==> src/rtl/pwm_pair_pkg.sv <==
package pwm_pair_pkg;
  localparam int REG_W  = 32;
  localparam int ADDR_W = 8;
  localparam int NCH    = 2;

  localparam logic [ADDR_W-1:0] OFS_CTRL = 8'h00;
  localparam logic [ADDR_W-1:0] OFS_STAT = 8'h04;
  localparam logic [ADDR_W-1:0] OFS_DMAC = 8'h08;
  localparam logic [ADDR_W-1:0] OFS_QUE  = 8'h18;

  // bits 6 and 14 read as zero
  localparam logic [15:0] CTL_MASK = 16'hBFBF;

  // one control byte per channel, bit 7 down to bit 0
  typedef struct packed {
    logic ms;    // contiguous pulse select
    logic clr;   // queue clear (no function here)
    logic que;   // queue select (stored only)
    logic inv;   // invert pin
    logic idle;  // level while disabled
    logic rpt;   // repeat-last (stored only)
    logic ser;   // serializer select (stored only)
    logic en;    // channel enable
  } chan_ctl_t;

  function automatic logic [ADDR_W-1:0] rng_ofs(input int c);
    return ADDR_W'(8'h10 + 8'h10 * c);
  endfunction

  function automatic logic [ADDR_W-1:0] dat_ofs(input int c);
    return ADDR_W'(8'h14 + 8'h10 * c);
  endfunction
endpackage

==> src/rtl/pwm_pair_regs.sv <==
module pwm_pair_regs
  import pwm_pair_pkg::*;
#(
  parameter int CNT_W = 32
) (
  input  logic                             clk,
  input  logic                             rst_n,
  input  logic                             wr_i,
  input  logic [ADDR_W-1:0]                addr_i,
  input  logic [REG_W-1:0]                 wdata_i,
  output logic [REG_W-1:0]                 rdata_o,
  output chan_ctl_t [NCH-1:0]              ctl_o,
  output logic [NCH-1:0][CNT_W-1:0]        rng_o,
  output logic [NCH-1:0][CNT_W-1:0]        dat_o,
  output logic [NCH-1:0]                   restart_o
);
  logic [15:0]                  ctl_q;
  logic [NCH-1:0][CNT_W-1:0]    rng_q;
  logic [NCH-1:0][CNT_W-1:0]    dat_q;

  always_ff @(posedge clk) begin
    if (!rst_n) begin
      ctl_q <= '0;
      rng_q <= '0;
      dat_q <= '0;
    end else if (wr_i) begin
      if (addr_i == OFS_CTRL) ctl_q <= wdata_i[15:0] & CTL_MASK;
      for (int c = 0; c < NCH; c++) begin
        if (addr_i == rng_ofs(c)) rng_q[c] <= wdata_i[CNT_W-1:0];
        if (addr_i == dat_ofs(c)) dat_q[c] <= wdata_i[CNT_W-1:0];
      end
    end
  end

  always_comb begin
    rdata_o = '0;
    if (addr_i == OFS_CTRL) rdata_o = REG_W'(ctl_q);
    for (int c = 0; c < NCH; c++) begin
      if (addr_i == rng_ofs(c)) rdata_o = REG_W'(rng_q[c]);
      if (addr_i == dat_ofs(c)) rdata_o = REG_W'(dat_q[c]);
    end
  end

  for (genvar c = 0; c < NCH; c++) begin : g_ch
    assign ctl_o[c] = chan_ctl_t'(ctl_q[8*c +: 8]);
    assign rng_o[c] = rng_q[c];
    assign dat_o[c] = dat_q[c];
    assign restart_o[c] = wr_i && ((addr_i == rng_ofs(c)) ||
                          (addr_i == OFS_CTRL && wdata_i[8*c] && !ctl_q[8*c]));
  end


  unmapped_zero_chk: assert property (@(posedge clk) disable iff (!rst_n)
    (addr_i == OFS_STAT || addr_i == OFS_DMAC || addr_i == OFS_QUE) |-> rdata_o == '0);
endmodule

==> src/rtl/pwm_pair_chan.sv <==
module pwm_pair_chan
  import pwm_pair_pkg::*;
#(
  parameter int CNT_W = 32
) (
  input  logic             clk,
  input  logic             rst_n,
  input  chan_ctl_t        ctl_i,
  input  logic             restart_i,
  input  logic [CNT_W-1:0] rng_i,
  input  logic [CNT_W-1:0] dat_i,
  output logic             pin_o
);
  localparam int SUM_W = CNT_W + 1;

  logic [CNT_W-1:0] cnt_q, acc_q, dat_act_q;
  logic             pin_q;
  logic             wrap, rng_zero, sat, hit, raw;
  logic [SUM_W-1:0] sum;
  logic [CNT_W-1:0] acc_nxt;
  logic             unused_ctl;

  assign unused_ctl = ^{ctl_i.ser, ctl_i.rpt, ctl_i.que, ctl_i.clr};

  assign rng_zero = (rng_i == '0);
  assign wrap     = rng_zero || (cnt_q == rng_i - 1'b1);
  assign sat      = (dat_act_q >= rng_i);
  assign sum      = {1'b0, acc_q} + {1'b0, dat_act_q};
  assign hit      = sat || (sum >= {1'b0, rng_i});
  assign acc_nxt  = sat ? acc_q
                  : (hit ? CNT_W'(sum - {1'b0, rng_i}) : CNT_W'(sum));
  assign raw      = !rng_zero && (ctl_i.ms ? (cnt_q < dat_act_q) : hit);

  always_ff @(posedge clk) begin
    if (!rst_n) begin
      cnt_q     <= '0;
      acc_q     <= '0;
      dat_act_q <= '0;
      pin_q     <= 1'b0;
    end else begin
      pin_q <= ctl_i.en ? (raw ^ ctl_i.inv) : ctl_i.idle;
      if (restart_i) begin
        cnt_q     <= '0;
        acc_q     <= '0;
        dat_act_q <= dat_i;
      end else if (ctl_i.en) begin
        if (wrap) begin
          cnt_q     <= '0;
          dat_act_q <= dat_i;
        end else begin
          cnt_q <= cnt_q + 1'b1;
        end
        if (!ctl_i.ms && !rng_zero) acc_q <= acc_nxt;
      end
    end
  end

  assign pin_o = pin_q;


  cnt_in_range_chk: assert property (@(posedge clk) disable iff (!rst_n)
    (ctl_i.en && !rng_zero) |-> cnt_q < rng_i);


  acc_in_range_chk: assert property (@(posedge clk) disable iff (!rst_n)
    (ctl_i.en && !rng_zero) |-> acc_q < rng_i);


  idle_level_chk: assert property (@(posedge clk) disable iff (!rst_n)
    !ctl_i.en |=> pin_o == $past(ctl_i.idle));


  zero_range_chk: assert property (@(posedge clk) disable iff (!rst_n)
    (ctl_i.en && rng_zero) |=> pin_o == $past(ctl_i.inv));


  duty_hold_chk: assert property (@(posedge clk) disable iff (!rst_n)
    (!restart_i && !(ctl_i.en && wrap)) |=> $stable(dat_act_q));
endmodule

==> src/rtl/pwm_pair.sv <==
module pwm_pair
  import pwm_pair_pkg::*;
#(
  parameter int CNT_W = 32
) (
  input  logic              clk,
  input  logic              rst_n,
  input  logic              bus_wr,
  input  logic [ADDR_W-1:0] bus_addr,
  input  logic [REG_W-1:0]  bus_wdata,
  output logic [REG_W-1:0]  bus_rdata,
  output logic [NCH-1:0]    pwm_o
);
  chan_ctl_t [NCH-1:0]       ctl;
  logic [NCH-1:0][CNT_W-1:0] rng, dat;
  logic [NCH-1:0]            restart;

  pwm_pair_regs #(.CNT_W(CNT_W)) u_regs (
    .clk       (clk),
    .rst_n     (rst_n),
    .wr_i      (bus_wr),
    .addr_i    (bus_addr),
    .wdata_i   (bus_wdata),
    .rdata_o   (bus_rdata),
    .ctl_o     (ctl),
    .rng_o     (rng),
    .dat_o     (dat),
    .restart_o (restart)
  );

  for (genvar c = 0; c < NCH; c++) begin : g_chan
    pwm_pair_chan #(.CNT_W(CNT_W)) u_chan (
      .clk       (clk),
      .rst_n     (rst_n),
      .ctl_i     (ctl[c]),
      .restart_i (restart[c]),
      .rng_i     (rng[c]),
      .dat_i     (dat[c]),
      .pin_o     (pwm_o[c])
    );
  end


  ctl_zero_bits_chk: assert property (@(posedge clk) disable iff (!rst_n)
    (bus_addr == OFS_CTRL) |-> (bus_rdata[6] == 1'b0 && bus_rdata[14] == 1'b0));
endmodule

==> config.mk <==
export PLATFORM = sky130hd
export DESIGN_NAME = pwm_pair
export DESIGN_NICKNAME = d
export VERILOG_FILES = /design/src/rtl/pwm_pair_pkg.sv /design/src/rtl/pwm_pair_regs.sv /design/src/rtl/pwm_pair_chan.sv /design/src/rtl/pwm_pair.sv
export SDC_FILE = /design/constraint.sdc
export NUM_CORES = 1
export LEC_CHECK = 0
export BUFFER_PORTS_ARGS = -buffer_cell sky130_fd_sc_hd__buf_2
export CORE_ASPECT_RATIO = 0.5
export CORE_MARGIN = 1.5
export CORE_UTILIZATION = 60
export CTS_CLUSTER_SIZE = 20
export DETAILED_ROUTE_END_ITERATION = 6
export PLACE_DENSITY = 0.74
export SKIP_LAST_GASP = 1
export SYNTH_ARGS = -nofsm -noshare
export SYNTH_HDL_FRONTEND = slang
export SYNTH_SLANG_ARGS = --single-unit
==> constraint.sdc <==
create_clock -name clk -period 6.05 [get_ports clk]
set_clock_uncertainty 0.1 [all_clocks]
set_input_delay 1.815 -clock clk [delete_from_list [all_inputs] [get_ports clk]]
set_output_delay 1.815 -clock clk [all_outputs]
set_load 0.05 [all_outputs]
==> summary.log, run 1 <==
qor: logic_synthesis.distinct_cell_type_count_after_synthesis 81
qor: clock_tree.cts.reportedPaths.clkPinSlew 0.07 ns
qor: critical_path.worstRegToRegCells 20
qor: logic_synthesis.ys_async_sr_fraction 0%
qor: timing.worstMarginPinSlew 1.25 ns
qor: critical_path.r2r_setup_slk 0.39 ns
qor: clock_tree.postCtsSetupBuffers 0
qor: detailed_routing.drtAntennaViolNets 0
qor: die.core_area 0.0423 mm²
qor: flow_run.cap_violations 0
qor: die.top_level_ports 77
qor: critical_path.origin_of_the_critical_flop_to_flop_path g_chan[1].u_chan.dat_act_q[0]
qor: placement.port-buffer-count 76
qor: power_and_ir_drop.totalPowerFinal 4510 µW
qor: timing.fmax 0.177 GHz
qor: grt.grt_pass1_wl 122 mm
qor: critical_path.critical_path_class flop to flop
qor: die.die_width 297 µm
qor: logic_synthesis.syn_inst 3,367
qor: die.floorplan_die_height 150 µm
qor: detailed_routing.post-route-drc-count 0
qor: critical_path.worst-endpoint-required 6.34 ns
qor: timing.unrepaired_setup_endpoints_after_global_routing false
qor: detailed_routing.detailroute.via_count 24,700
qor: timing.post-route-period-util 93.6%
qor: logic_synthesis.syn_area_per_cell 7.71 µm²
qor: critical_path.rr_endpoint g_chan[1].u_chan.acc_q[19]
qor: logic_synthesis.synth-edff-count 0
qor: detailed_routing.drt-wirelength-per-cell 19.7 µm
qor: clock_tree.tritoncts_clock_tree yes
qor: cells_and_area.regArea 0.00673 mm²
qor: clock_tree.cts_max_path_buffers 3
qor: placement.gp_routability_congestion 0.991
qor: detailed_routing.drt-vias-per-instance 6.24
qor: logic_synthesis.synth_flop_cell sky130_fd_sc_hd__dfxtp_1
qor: cells_and_area.multiInputGateArea 0.0180 mm²
qor: cells_and_area.most_common_library_cell_in_the_layout_ignoring_fill_and_taps sky130_fd_sc_hd__nand2_1
qor: timing.post-route-min-period 5.66 ns
qor: timing.setup-violations-final 0
qor: power_and_ir_drop.leakagePower 0.0120 µW
qor: clock_tree.clock_sink_count 336
qor: timing.relSlewSlack 16.8%
qor: logic_synthesis.ys_ff_latch 336
qor: critical_path.start_kind flop
qor: detailed_routing.drt-pass1-iter-count 7
qor: run_status.run_status completed
qor: cells_and_area.final_layout_size_suffix_gt1_share 6.25%
qor: critical_path.critical_path_peak_fanout 34
qor: die.row_count 53
qor: min_path.worstHoldPathType flop to flop
qor: cells_and_area.fillers 3,682
qor: grt.groute.usage.overall 33.9%
qor: clock_tree.ctsHtreeMaxLevel 2
qor: min_path.hp-start u_regs.ctl_o[10]
qor: cells_and_area.most-common-layout-cells 565 x sky130_fd_sc_hd__nand2_1, 336 x sky130_fd_sc_hd__dfxtp_1, 258 x sky130_fd_sc_hd__ha_1
qor: logic_synthesis.synth.net_count 3,672
qor: cells_and_area.final_net_count 3,663
qor: logic_synthesis.yosys_warnings 0
qor: clock_tree.worstSkewPairLatency 0.55 ns
qor: power_and_ir_drop.power_per_cell_area 161 mW/mm²
qor: critical_path.series_of_cell_instances_along_the_critical_path ha_1 -> fa_1 -> a211oi_1 -> o211ai_1 -> a2111oi_4 -> nor3_1 -> a21o_1 -> a221o_1 -> o311ai_2 -> ha_1 -> a21o_1 -> a211oi_1 -> o211ai_1 -> a211o_1 -> a21oi_1 -> a21bo_2 -> nor2_4 -> buf_12 -> mux2i_1 -> o22ai_1
qor: grt.met1_usage 49.2%
qor: clock_tree.post_cts_resize_count 1
qor: clock_tree.numCtsBuffers 34
qor: die.start_util 61.4%
qor: grt.grt_remaining_overflow 0
qor: clock_tree.cts-hold-fix-buffers 0
qor: logic_synthesis.synth_area 0.0260 mm²
qor: grt.grt.met2_usage 53.0%
qor: logic_synthesis.synth_seq_area_share 25.9%
qor: critical_path.slowest_stage sky130_fd_sc_hd__fa_1
qor: grt.antenna_found_initial 7
qor: timing.slew_viol_final 0
qor: grt.grt_start_max_net_pins 123
qor: critical_path.worstSetupEndpointType flop
qor: grt.grt_use_met3 3.95%
qor: critical_path.critPathMaxStageDelay 0.43 ns
qor: timing.final_hold_viol_count 0
qor: min_path.min_to u_regs.ctl_o[10]
qor: detailed_routing.drt_first_iter_violations 2,752
qor: grt.first_global_vias 22,300
qor: placement.detailed_place.area 0.0269 mm²
qor: power_and_ir_drop.irDropWorstVdd 0.163 mV
qor: grt.grt.busiest_layer met2
qor: detailed_routing.totalWireLength 77.9 mm
qor: critical_path.timing.critical_path.arrival 5.96 ns
qor: cells_and_area.area.growth.synth_to_final 7.66%
qor: min_path.worst_hold_path.num_cells 2
qor: clock_tree.cts-root-buf sky130_fd_sc_hd__clkbuf_16
qor: cells_and_area.stdcell_area 0.0280 mm²
qor: placement.dp_hpwl 59.2 mm
qor: die.die-area 0.0446 mm²
==> metal layers <==
| layer | wire length (µm) | part of all wire (%) |
|---|---|---|
| met4 | 1990 | 2.6 |
| met1 | 36300 | 47 |
| met3 | 6270 | 8.0 |
| met5 | 0 | 0 |
| met2 | 33400 | 43 |
==> logic make-up after synthesis <==
logic type               share of synthesized area (%)
AND/OR/NAND/NOR                                   21.0
AO/OA/AOI/OAI                                     22.9
buffers and inverters                             5.02
adder cells (fa/ha/maj)                           12.7
flip-flops                                        25.9
XOR/XNOR                                          8.06
multiplexers                                      4.40
==> power breakdown <==
| group | switching (µW) | internal, µW | leakage [µW] |
|---|---|---|---|
| Combinational | 106 | 55.0 | 0.00879 |
| Sequential | 2.04 | 2210 | 0.00270 |
| Clock | 984 | 1160 | 0.000516 |
==> cell type report <==
cell class | count | share of cell area [%]
diodes | 7 | 0.0626
repair buffers | 116 | 2.68
multi-input cells | 2695 | 64.5
well taps | 577 | 2.58
clock inverters | 13 | 0.403
flip-flops and latches | 336 | 24.1
clock buffers | 43 | 3.38
inverters | 175 | 2.35
==> worst max path at each step <==
stage	startpoint	to	slack, ns	cells after the start
after floorplan	bus_addr[1]	bus_rdata[10]	0.31	6
after global placement	g_chan[1].u_chan.dat_act_q[0]	g_chan[1].u_chan.acc_q[29]	0.08	20
after detailed placement	g_chan[1].u_chan.dat_act_q[0]	g_chan[1].u_chan.acc_q[9]	-0.02	20
after CTS	g_chan[1].u_chan.dat_act_q[0]	g_chan[1].u_chan.acc_q[9]	0.12	20
after global routing	g_chan[1].u_chan.dat_act_q[0]	g_chan[1].u_chan.acc_q[9]	0.02	20
final	g_chan[1].u_chan.dat_act_q[0]	g_chan[1].u_chan.acc_q[19]	0.39	20
==> sequential cells by signal, indices dropped and copies added (netlist names) <==
name                     cells
u_regs.rng_o                64
g_chan.u_chan.acc_q         64
u_regs.ctl_o                14
u_regs.dat_o                64
g_chan.u_chan.cnt_q         64
g_chan.u_chan.pin_o          2
g_chan.u_chan.dat_act_q     64
==> critical path, delay by kind of cell, from the launching register on <==
family	cells	cell delay [ns]
AO/OA/AOI/OAI	13	3.24
adder cells (fa/ha/maj)	3	1.04
flip-flops	1	0.34
AND/OR/NAND/NOR	2	0.28
buffers and inverters	1	0.25
multiplexers	1	0.24
==> through the flow <==
stage	cells	hold WS (ns)	TNS, ns	utilization, %	setup slack [ns]
after floorplan	3367	0.343	0	-	0.307
after global placement	3899	0.353	0	63.5	0.0830
after detailed placement	3899	0.364	-0.0558	63.5	-0.0246
after CTS	3955	0.373	0	66.0	0.122
after global routing	3960	0.389	0	66.1	0.0169
final	3962	0.373	0	66.1	0.389
==> synth_stat cells, types with 47 or more instances <==
| cell | instances | area, µm² |
|---|---|---|
| sky130_fd_sc_hd__clkbuf_1 | 139 | 522 |
| sky130_fd_sc_hd__nand2_1 | 565 | 2120 |
| sky130_fd_sc_hd__ha_1 | 258 | 3230 |
| sky130_fd_sc_hd__o21ai_0 | 130 | 651 |
| sky130_fd_sc_hd__nand4_1 | 52 | 325 |
| sky130_fd_sc_hd__a21oi_1 | 225 | 1130 |
| sky130_fd_sc_hd__inv_1 | 175 | 657 |
| sky130_fd_sc_hd__nand3_1 | 77 | 385 |
| sky130_fd_sc_hd__a21o_1 | 85 | 638 |
| sky130_fd_sc_hd__nor2_1 | 227 | 852 |
| sky130_fd_sc_hd__nor3_1 | 47 | 235 |
| sky130_fd_sc_hd__mux2i_1 | 113 | 1130 |
| sky130_fd_sc_hd__xnor2_1 | 135 | 1180 |
| sky130_fd_sc_hd__dfxtp_1 | 336 | 6730 |
| sky130_fd_sc_hd__a21boi_0 | 146 | 1100 |
| sky130_fd_sc_hd__xor2_1 | 104 | 911 |
Note: power is estimated with default switching activity, not from simulation.
==> inputs of run 2 (changes only) <==
- ABC_AREA: not set -> 1
==> run 2 against run 1 <==
- register-to-register slack better by 0.45 ns
- largest power group unchanged
- sequential share of layout area down 1.6 points
- count of clock-buffer cells in the layout down 6
- critical endpoint is now bus_rdata[10]
- die area up 8.2%
- core utilization down 0.57 points
- clock power up 2%
- largest cell class unchanged
- routed wire length up 25%
==> summary.log, run 2 <==
qor: logic_synthesis.synth-edff-count 0 [unchanged]
qor: critical_path.worstSetupEndpointType output port
qor: die.row_count 55 [+3.8%]
qor: clock_tree.postCtsSetupBuffers 0 [unchanged]
qor: critical_path.crit_path_frequent_cell sky130_fd_sc_hd__buf_2
qor: power_and_ir_drop.power.share.sequential 46.5% [-2.5 points]
qor: clock_tree.cts.reportedPaths.clkPinSlew 0.07 ns [about the same]
qor: detailed_routing.drt-wirelength-per-cell 19.4 µm [-1.4%]
qor: timing.setup-violations-final 0 [unchanged]
qor: power_and_ir_drop.internal_power 3460 µW [+0.96%]
qor: clock_tree.cts-root-buf sky130_fd_sc_hd__clkbuf_16
qor: logic_synthesis.synth.net_count 4,651 [+27%]
qor: logic_synthesis.netlist_top_cells_area sky130_fd_sc_hd__dfxtp_1 24%, sky130_fd_sc_hd__nand2_1 12%, sky130_fd_sc_hd__ha_1 11%
qor: cells_and_area.most-common-layout-cells 895 x sky130_fd_sc_hd__nand2_1, 528 x sky130_fd_sc_hd__inv_1, 518 x sky130_fd_sc_hd__nor2_1
qor: timing.post-route-min-period 5.64 ns [-0.0187 ns]
qor: timing.relSlewSlack 30.8% [+14 points]
qor: die.die_width 309 µm [+4.0%]
qor: detailed_routing.drt-vias-per-instance 5.98 [-4.1%]
qor: clock_tree.numCtsBuffers 34 [unchanged]
qor: grt.groute.usage.overall 39.6% [+5.7 points]
qor: timing.fmax 0.177 GHz [+0.33%]
qor: critical_path.rr_endpoint g_chan[1].u_chan.acc_q[28]
qor: grt.grt_remaining_overflow 0 [unchanged]
qor: power_and_ir_drop.p_sw 1320 µW [+21%]
qor: grt.antenna_found_initial 2 [-5]
qor: power_and_ir_drop.leakagePower 0.0146 µW [+22%]
qor: placement.dp_hpwl 76.5 mm [+29%]
qor: critical_path.series_of_cell_instances_along_the_critical_path buf_2 -> nor2_1 -> inv_1 -> nor3_1 -> nand2_1 -> clkinv_1 -> a211oi_1 -> a21oi_1 -> buf_2
qor: critical_path.worst-endpoint-required 4.14 ns [-2.20 ns]
qor: critical_path.worstRegToRegCells 27 [+35%]
qor: cells_and_area.final_layout_size_suffix_gt1_share 5.76% [-0.49 points]
qor: critical_path.critical_path_peak_fanout 18 [-47%]
qor: timing.final_hold_viol_count 0 [unchanged]
qor: logic_synthesis.synth_area 0.0281 mm² [+8.3%]
qor: critical_path.critPathMaxStageDelay 0.43 ns [about the same]
qor: critical_path.crit_buf_inv 4 [+3]
qor: timing.unrepaired_setup_endpoints_after_global_routing false
qor: power_and_ir_drop.irDropWorstVdd 0.200 mV [+22%]
qor: die.die-area 0.0483 mm² [+8.2%]
qor: logic_synthesis.post_synth_and_or_nand_nor_area_fraction 29.8% [+8.8 points]
qor: clock_tree.cts_max_path_buffers 3 [unchanged]
qor: detailed_routing.totalWireLength 97.1 mm [+25%]
qor: logic_synthesis.synth_top_family_by_area simple AND/OR/NAND/NOR gates
qor: power_and_ir_drop.power_switching_share 27.6% [+3.4 points]
qor: critical_path.cp-endpoint bus_rdata[10]
qor: logic_synthesis.distinct_cell_type_count_after_synthesis 63 [-22%]
qor: clock_tree.tritoncts_clock_tree yes
qor: detailed_routing.detailroute.via_count 29,900 [+21%]
qor: timing.slew_viol_final 0 [unchanged]
qor: critical_path.timing.critical_path.arrival 3.73 ns [-2.23 ns]
qor: clock_tree.clock_sink_count 336 [unchanged]
qor: critical_path.r2r_setup_slk 0.84 ns [+0.45 ns]
qor: logic_synthesis.adder_cell_share_of_the_synthesized_area 11.8% [-0.97 points]
qor: logic_synthesis.yosys.area.top_type sky130_fd_sc_hd__dfxtp_1
qor: critical_path.start_kind input pin
qor: placement.placed_cells_incl_taps 4,944 [+27%]
qor: die.core_area 0.0457 mm² [+8.0%]
qor: logic_synthesis.synth_flop_cell sky130_fd_sc_hd__dfxtp_1
qor: placement.port-buffer-count 76 [unchanged]
qor: die.start_util 61.6% [+0.16 points]
qor: cells_and_area.layout.cells.non_filler 5,005 [+26%]
qor: logic_synthesis.ys_async_sr_fraction 0% [unchanged]
qor: logic_synthesis.synthMostInstantiatedCell sky130_fd_sc_hd__nand2_1
qor: clock_tree.worstSkewPairLatency 0.57 ns [+0.02 ns]
qor: cells_and_area.area.growth.synth_to_final 6.45%
qor: logic_synthesis.syn_area_per_cell 6.47 µm² [-16%]
qor: die.floorplan_die_height 156 µm [+4.0%]
qor: logic_synthesis.post_synth_xor_area_fraction 7.13% [-0.92 points]
qor: logic_synthesis.ys_ff_latch 336 [unchanged]
qor: logic_synthesis.yosys_warnings 0 [unchanged]
qor: detailed_routing.drt_first_iter_violations 3,116 [+13%]
qor: cells_and_area.fillers 4,237 [+15%]
qor: critical_path.path_depth 9 [-55%]
qor: power_and_ir_drop.power.clock.fraction 45.7% [-1.7 points]
qor: grt.grt_start_max_net_pins 85 [-31%]
qor: timing.post-route-period-util 93.3% [-0.31 points]
qor: power_and_ir_drop.power.combinational.fraction 7.8% [+4.2 points]
qor: clock_tree.ctsHtreeMaxLevel 2 [unchanged]
qor: power_and_ir_drop.totalPowerFinal 4770 µW [+5.7%]
qor: cells_and_area.most_common_library_cell_in_the_layout_ignoring_fill_and_taps sky130_fd_sc_hd__nand2_1
qor: clock_tree.post_cts_resize_count 0 [-1]
qor: critical_path.critPathLaunch bus_addr[7]
qor: timing.worstMarginPinSlew 1.03 ns [-0.210 ns]
qor: flow_run.cap_violations 0 [unchanged]
qor: placement.gp_routability_congestion 1.03 [+4.3%]
qor: power_and_ir_drop.power_per_cell_area 159 mW/mm² [-1.3%]
qor: detailed_routing.drt-pass1-iter-count 6 [-1]
qor: logic_synthesis.synth_seq_area_share 23.9% [-2.0 points]
qor: detailed_routing.post-route-drc-count 0 [unchanged]
qor: grt.grt_pass1_wl 150 mm [+23%]
qor: critical_path.origin_of_the_critical_flop_to_flop_path g_chan[1].u_chan.dat_act_q[0]
qor: logic_synthesis.syn_inst 4,346 [+29%]
qor: critical_path.slowest_stage sky130_fd_sc_hd__clkinv_1
qor: run_status.run_status completed
qor: logic_synthesis.synth.top_cells.by_count 897 x sky130_fd_sc_hd__nand2_1, 529 x sky130_fd_sc_hd__inv_1, 519 x sky130_fd_sc_hd__nor2_1
qor: cells_and_area.final_net_count 4,658 [+27%]
qor: die.top_level_ports 77 [unchanged]
qor: grt.first_global_vias 27,800 [+25%]
qor: clock_tree.cts-hold-fix-buffers 0 [unchanged]
qor: logic_synthesis.synth_compound_gate_area_share 17.8% [-5.1 points]
qor: timing.timing.setup.tns 0 ns [unchanged]
qor: min_path.worstHoldPathType flop to flop
qor: timing.hold_slack 0.400 ns [+0.0278 ns]
qor: critical_path.critical_path_class input pin to output port
qor: logic_synthesis.proportion_of_netlist_area_held_by_the_largest_area_contributor 23.9% [-2.0 points]
qor: logic_synthesis.muxShareOfSynthArea 0% [-4.4 points]
qor: detailed_routing.drtAntennaViolNets 0 [unchanged]
qor: critical_path.cpLargestDelayFamily buffers and inverters
## run 2: changes by cell type in the layout (fill, tap and decap cells not counted), moves of 29 or more
cell                       before  now
sky130_fd_sc_hd__nor2_1       223  518
sky130_fd_sc_hd__and3_1        39    4
sky130_fd_sc_hd__xor2_1       104  158
sky130_fd_sc_hd__a21boi_0     145   11
sky130_fd_sc_hd__a211oi_1      46    9
sky130_fd_sc_hd__mux2i_1      113    0
sky130_fd_sc_hd__inv_1        175  528
sky130_fd_sc_hd__nand2_1      565  895
sky130_fd_sc_hd__a21o_1        85   40
sky130_fd_sc_hd__xnor2_1      135   66
sky130_fd_sc_hd__a22oi_1       29    0
sky130_fd_sc_hd__o21ai_0      130  261
sky130_fd_sc_hd__nand3_1       77  272
sky130_fd_sc_hd__a21oi_1      225  468
## run 2: power groups by stage
stage               Clock, µW  Sequential, µW  Combinational [µW]
finish                   2180            2220                 371
global route             2250            2220                 404
CTS                      2170            2220                 360
detailed placement          0            2270                 358
global placement            0            2270                 355
floorplan                   0            2270                 253
## run 2: how the worst min path moves through the flow
stage	start	to	cells past startpoint
3_3_place_gp	g_chan[0].u_chan.dat_act_q[0]	g_chan[0].u_chan.dat_act_q[0]	2
6_report	u_regs.dat_o[27]	g_chan[0].u_chan.dat_act_q[27]	2
3_5_place_dp	g_chan[0].u_chan.dat_act_q[0]	g_chan[0].u_chan.dat_act_q[0]	2
5_1_grt	u_regs.dat_o[27]	g_chan[0].u_chan.dat_act_q[27]	2
2_1_floorplan	u_regs.dat_o[32]	u_regs.dat_o[32]	2
4_1_cts	u_regs.dat_o[27]	g_chan[0].u_chan.dat_act_q[27]	2
## run 2: metrics by stage
step	setup slack (ns)	instance area [µm²]	utilization, %
2_1_floorplan	0.523	28100	-
3_3_place_gp	0.374	28900	63.1
3_5_place_dp	0.434	28900	63.1
4_1_cts	0.440	29900	65.5
5_1_grt	0.234	29900	65.5
6_report	0.408	29900	65.5
## run 2: logic make-up (layout without fill, tap and decap cells)
group                    Yosys count  count (layout)
other                              0               2
buffers and inverters            675             705
adder cells (fa/ha/maj)          262             262
XOR/XNOR                         226             226
AO/OA/AOI/OAI                    913             913
flip-flops                       336             336
AND/OR/NAND/NOR                 1934            1934
## run 2: cell type report
type | count | area (µm²) | area share, %
Antenna cell | 2 | 5.00 | 0.0167
Clock buffer | 37 | 892 | 2.98
Clock inverter | 22 | 195 | 0.652
Inverter | 543 | 2040 | 6.82
Multi-Input combinational cell | 3335 | 18700 | 62.5
Sequential cell | 336 | 6730 | 22.5
Tap cell | 627 | 785 | 2.62
Timing Repair Buffer | 103 | 586 | 1.96
## run 2: layer usage
layer | global-route usage [%] | routed length (µm) | vias up
met5 | 0 | 0 | -
met4 | 15.2 | 3840 | 0
met3 | 6.07 | 9160 | 258
met2 | 64.2 | 42700 | 1402
met1 | 53.0 | 41400 | 13900
li1 | - | - | 14400
## run 2: tightest hold or removal path: stages (launching register included)
cell                      delay (ns)
sky130_fd_sc_hd__dfxtp_1        0.32
sky130_fd_sc_hd__nand3_1        0.08
sky130_fd_sc_hd__a21oi_1        0.06
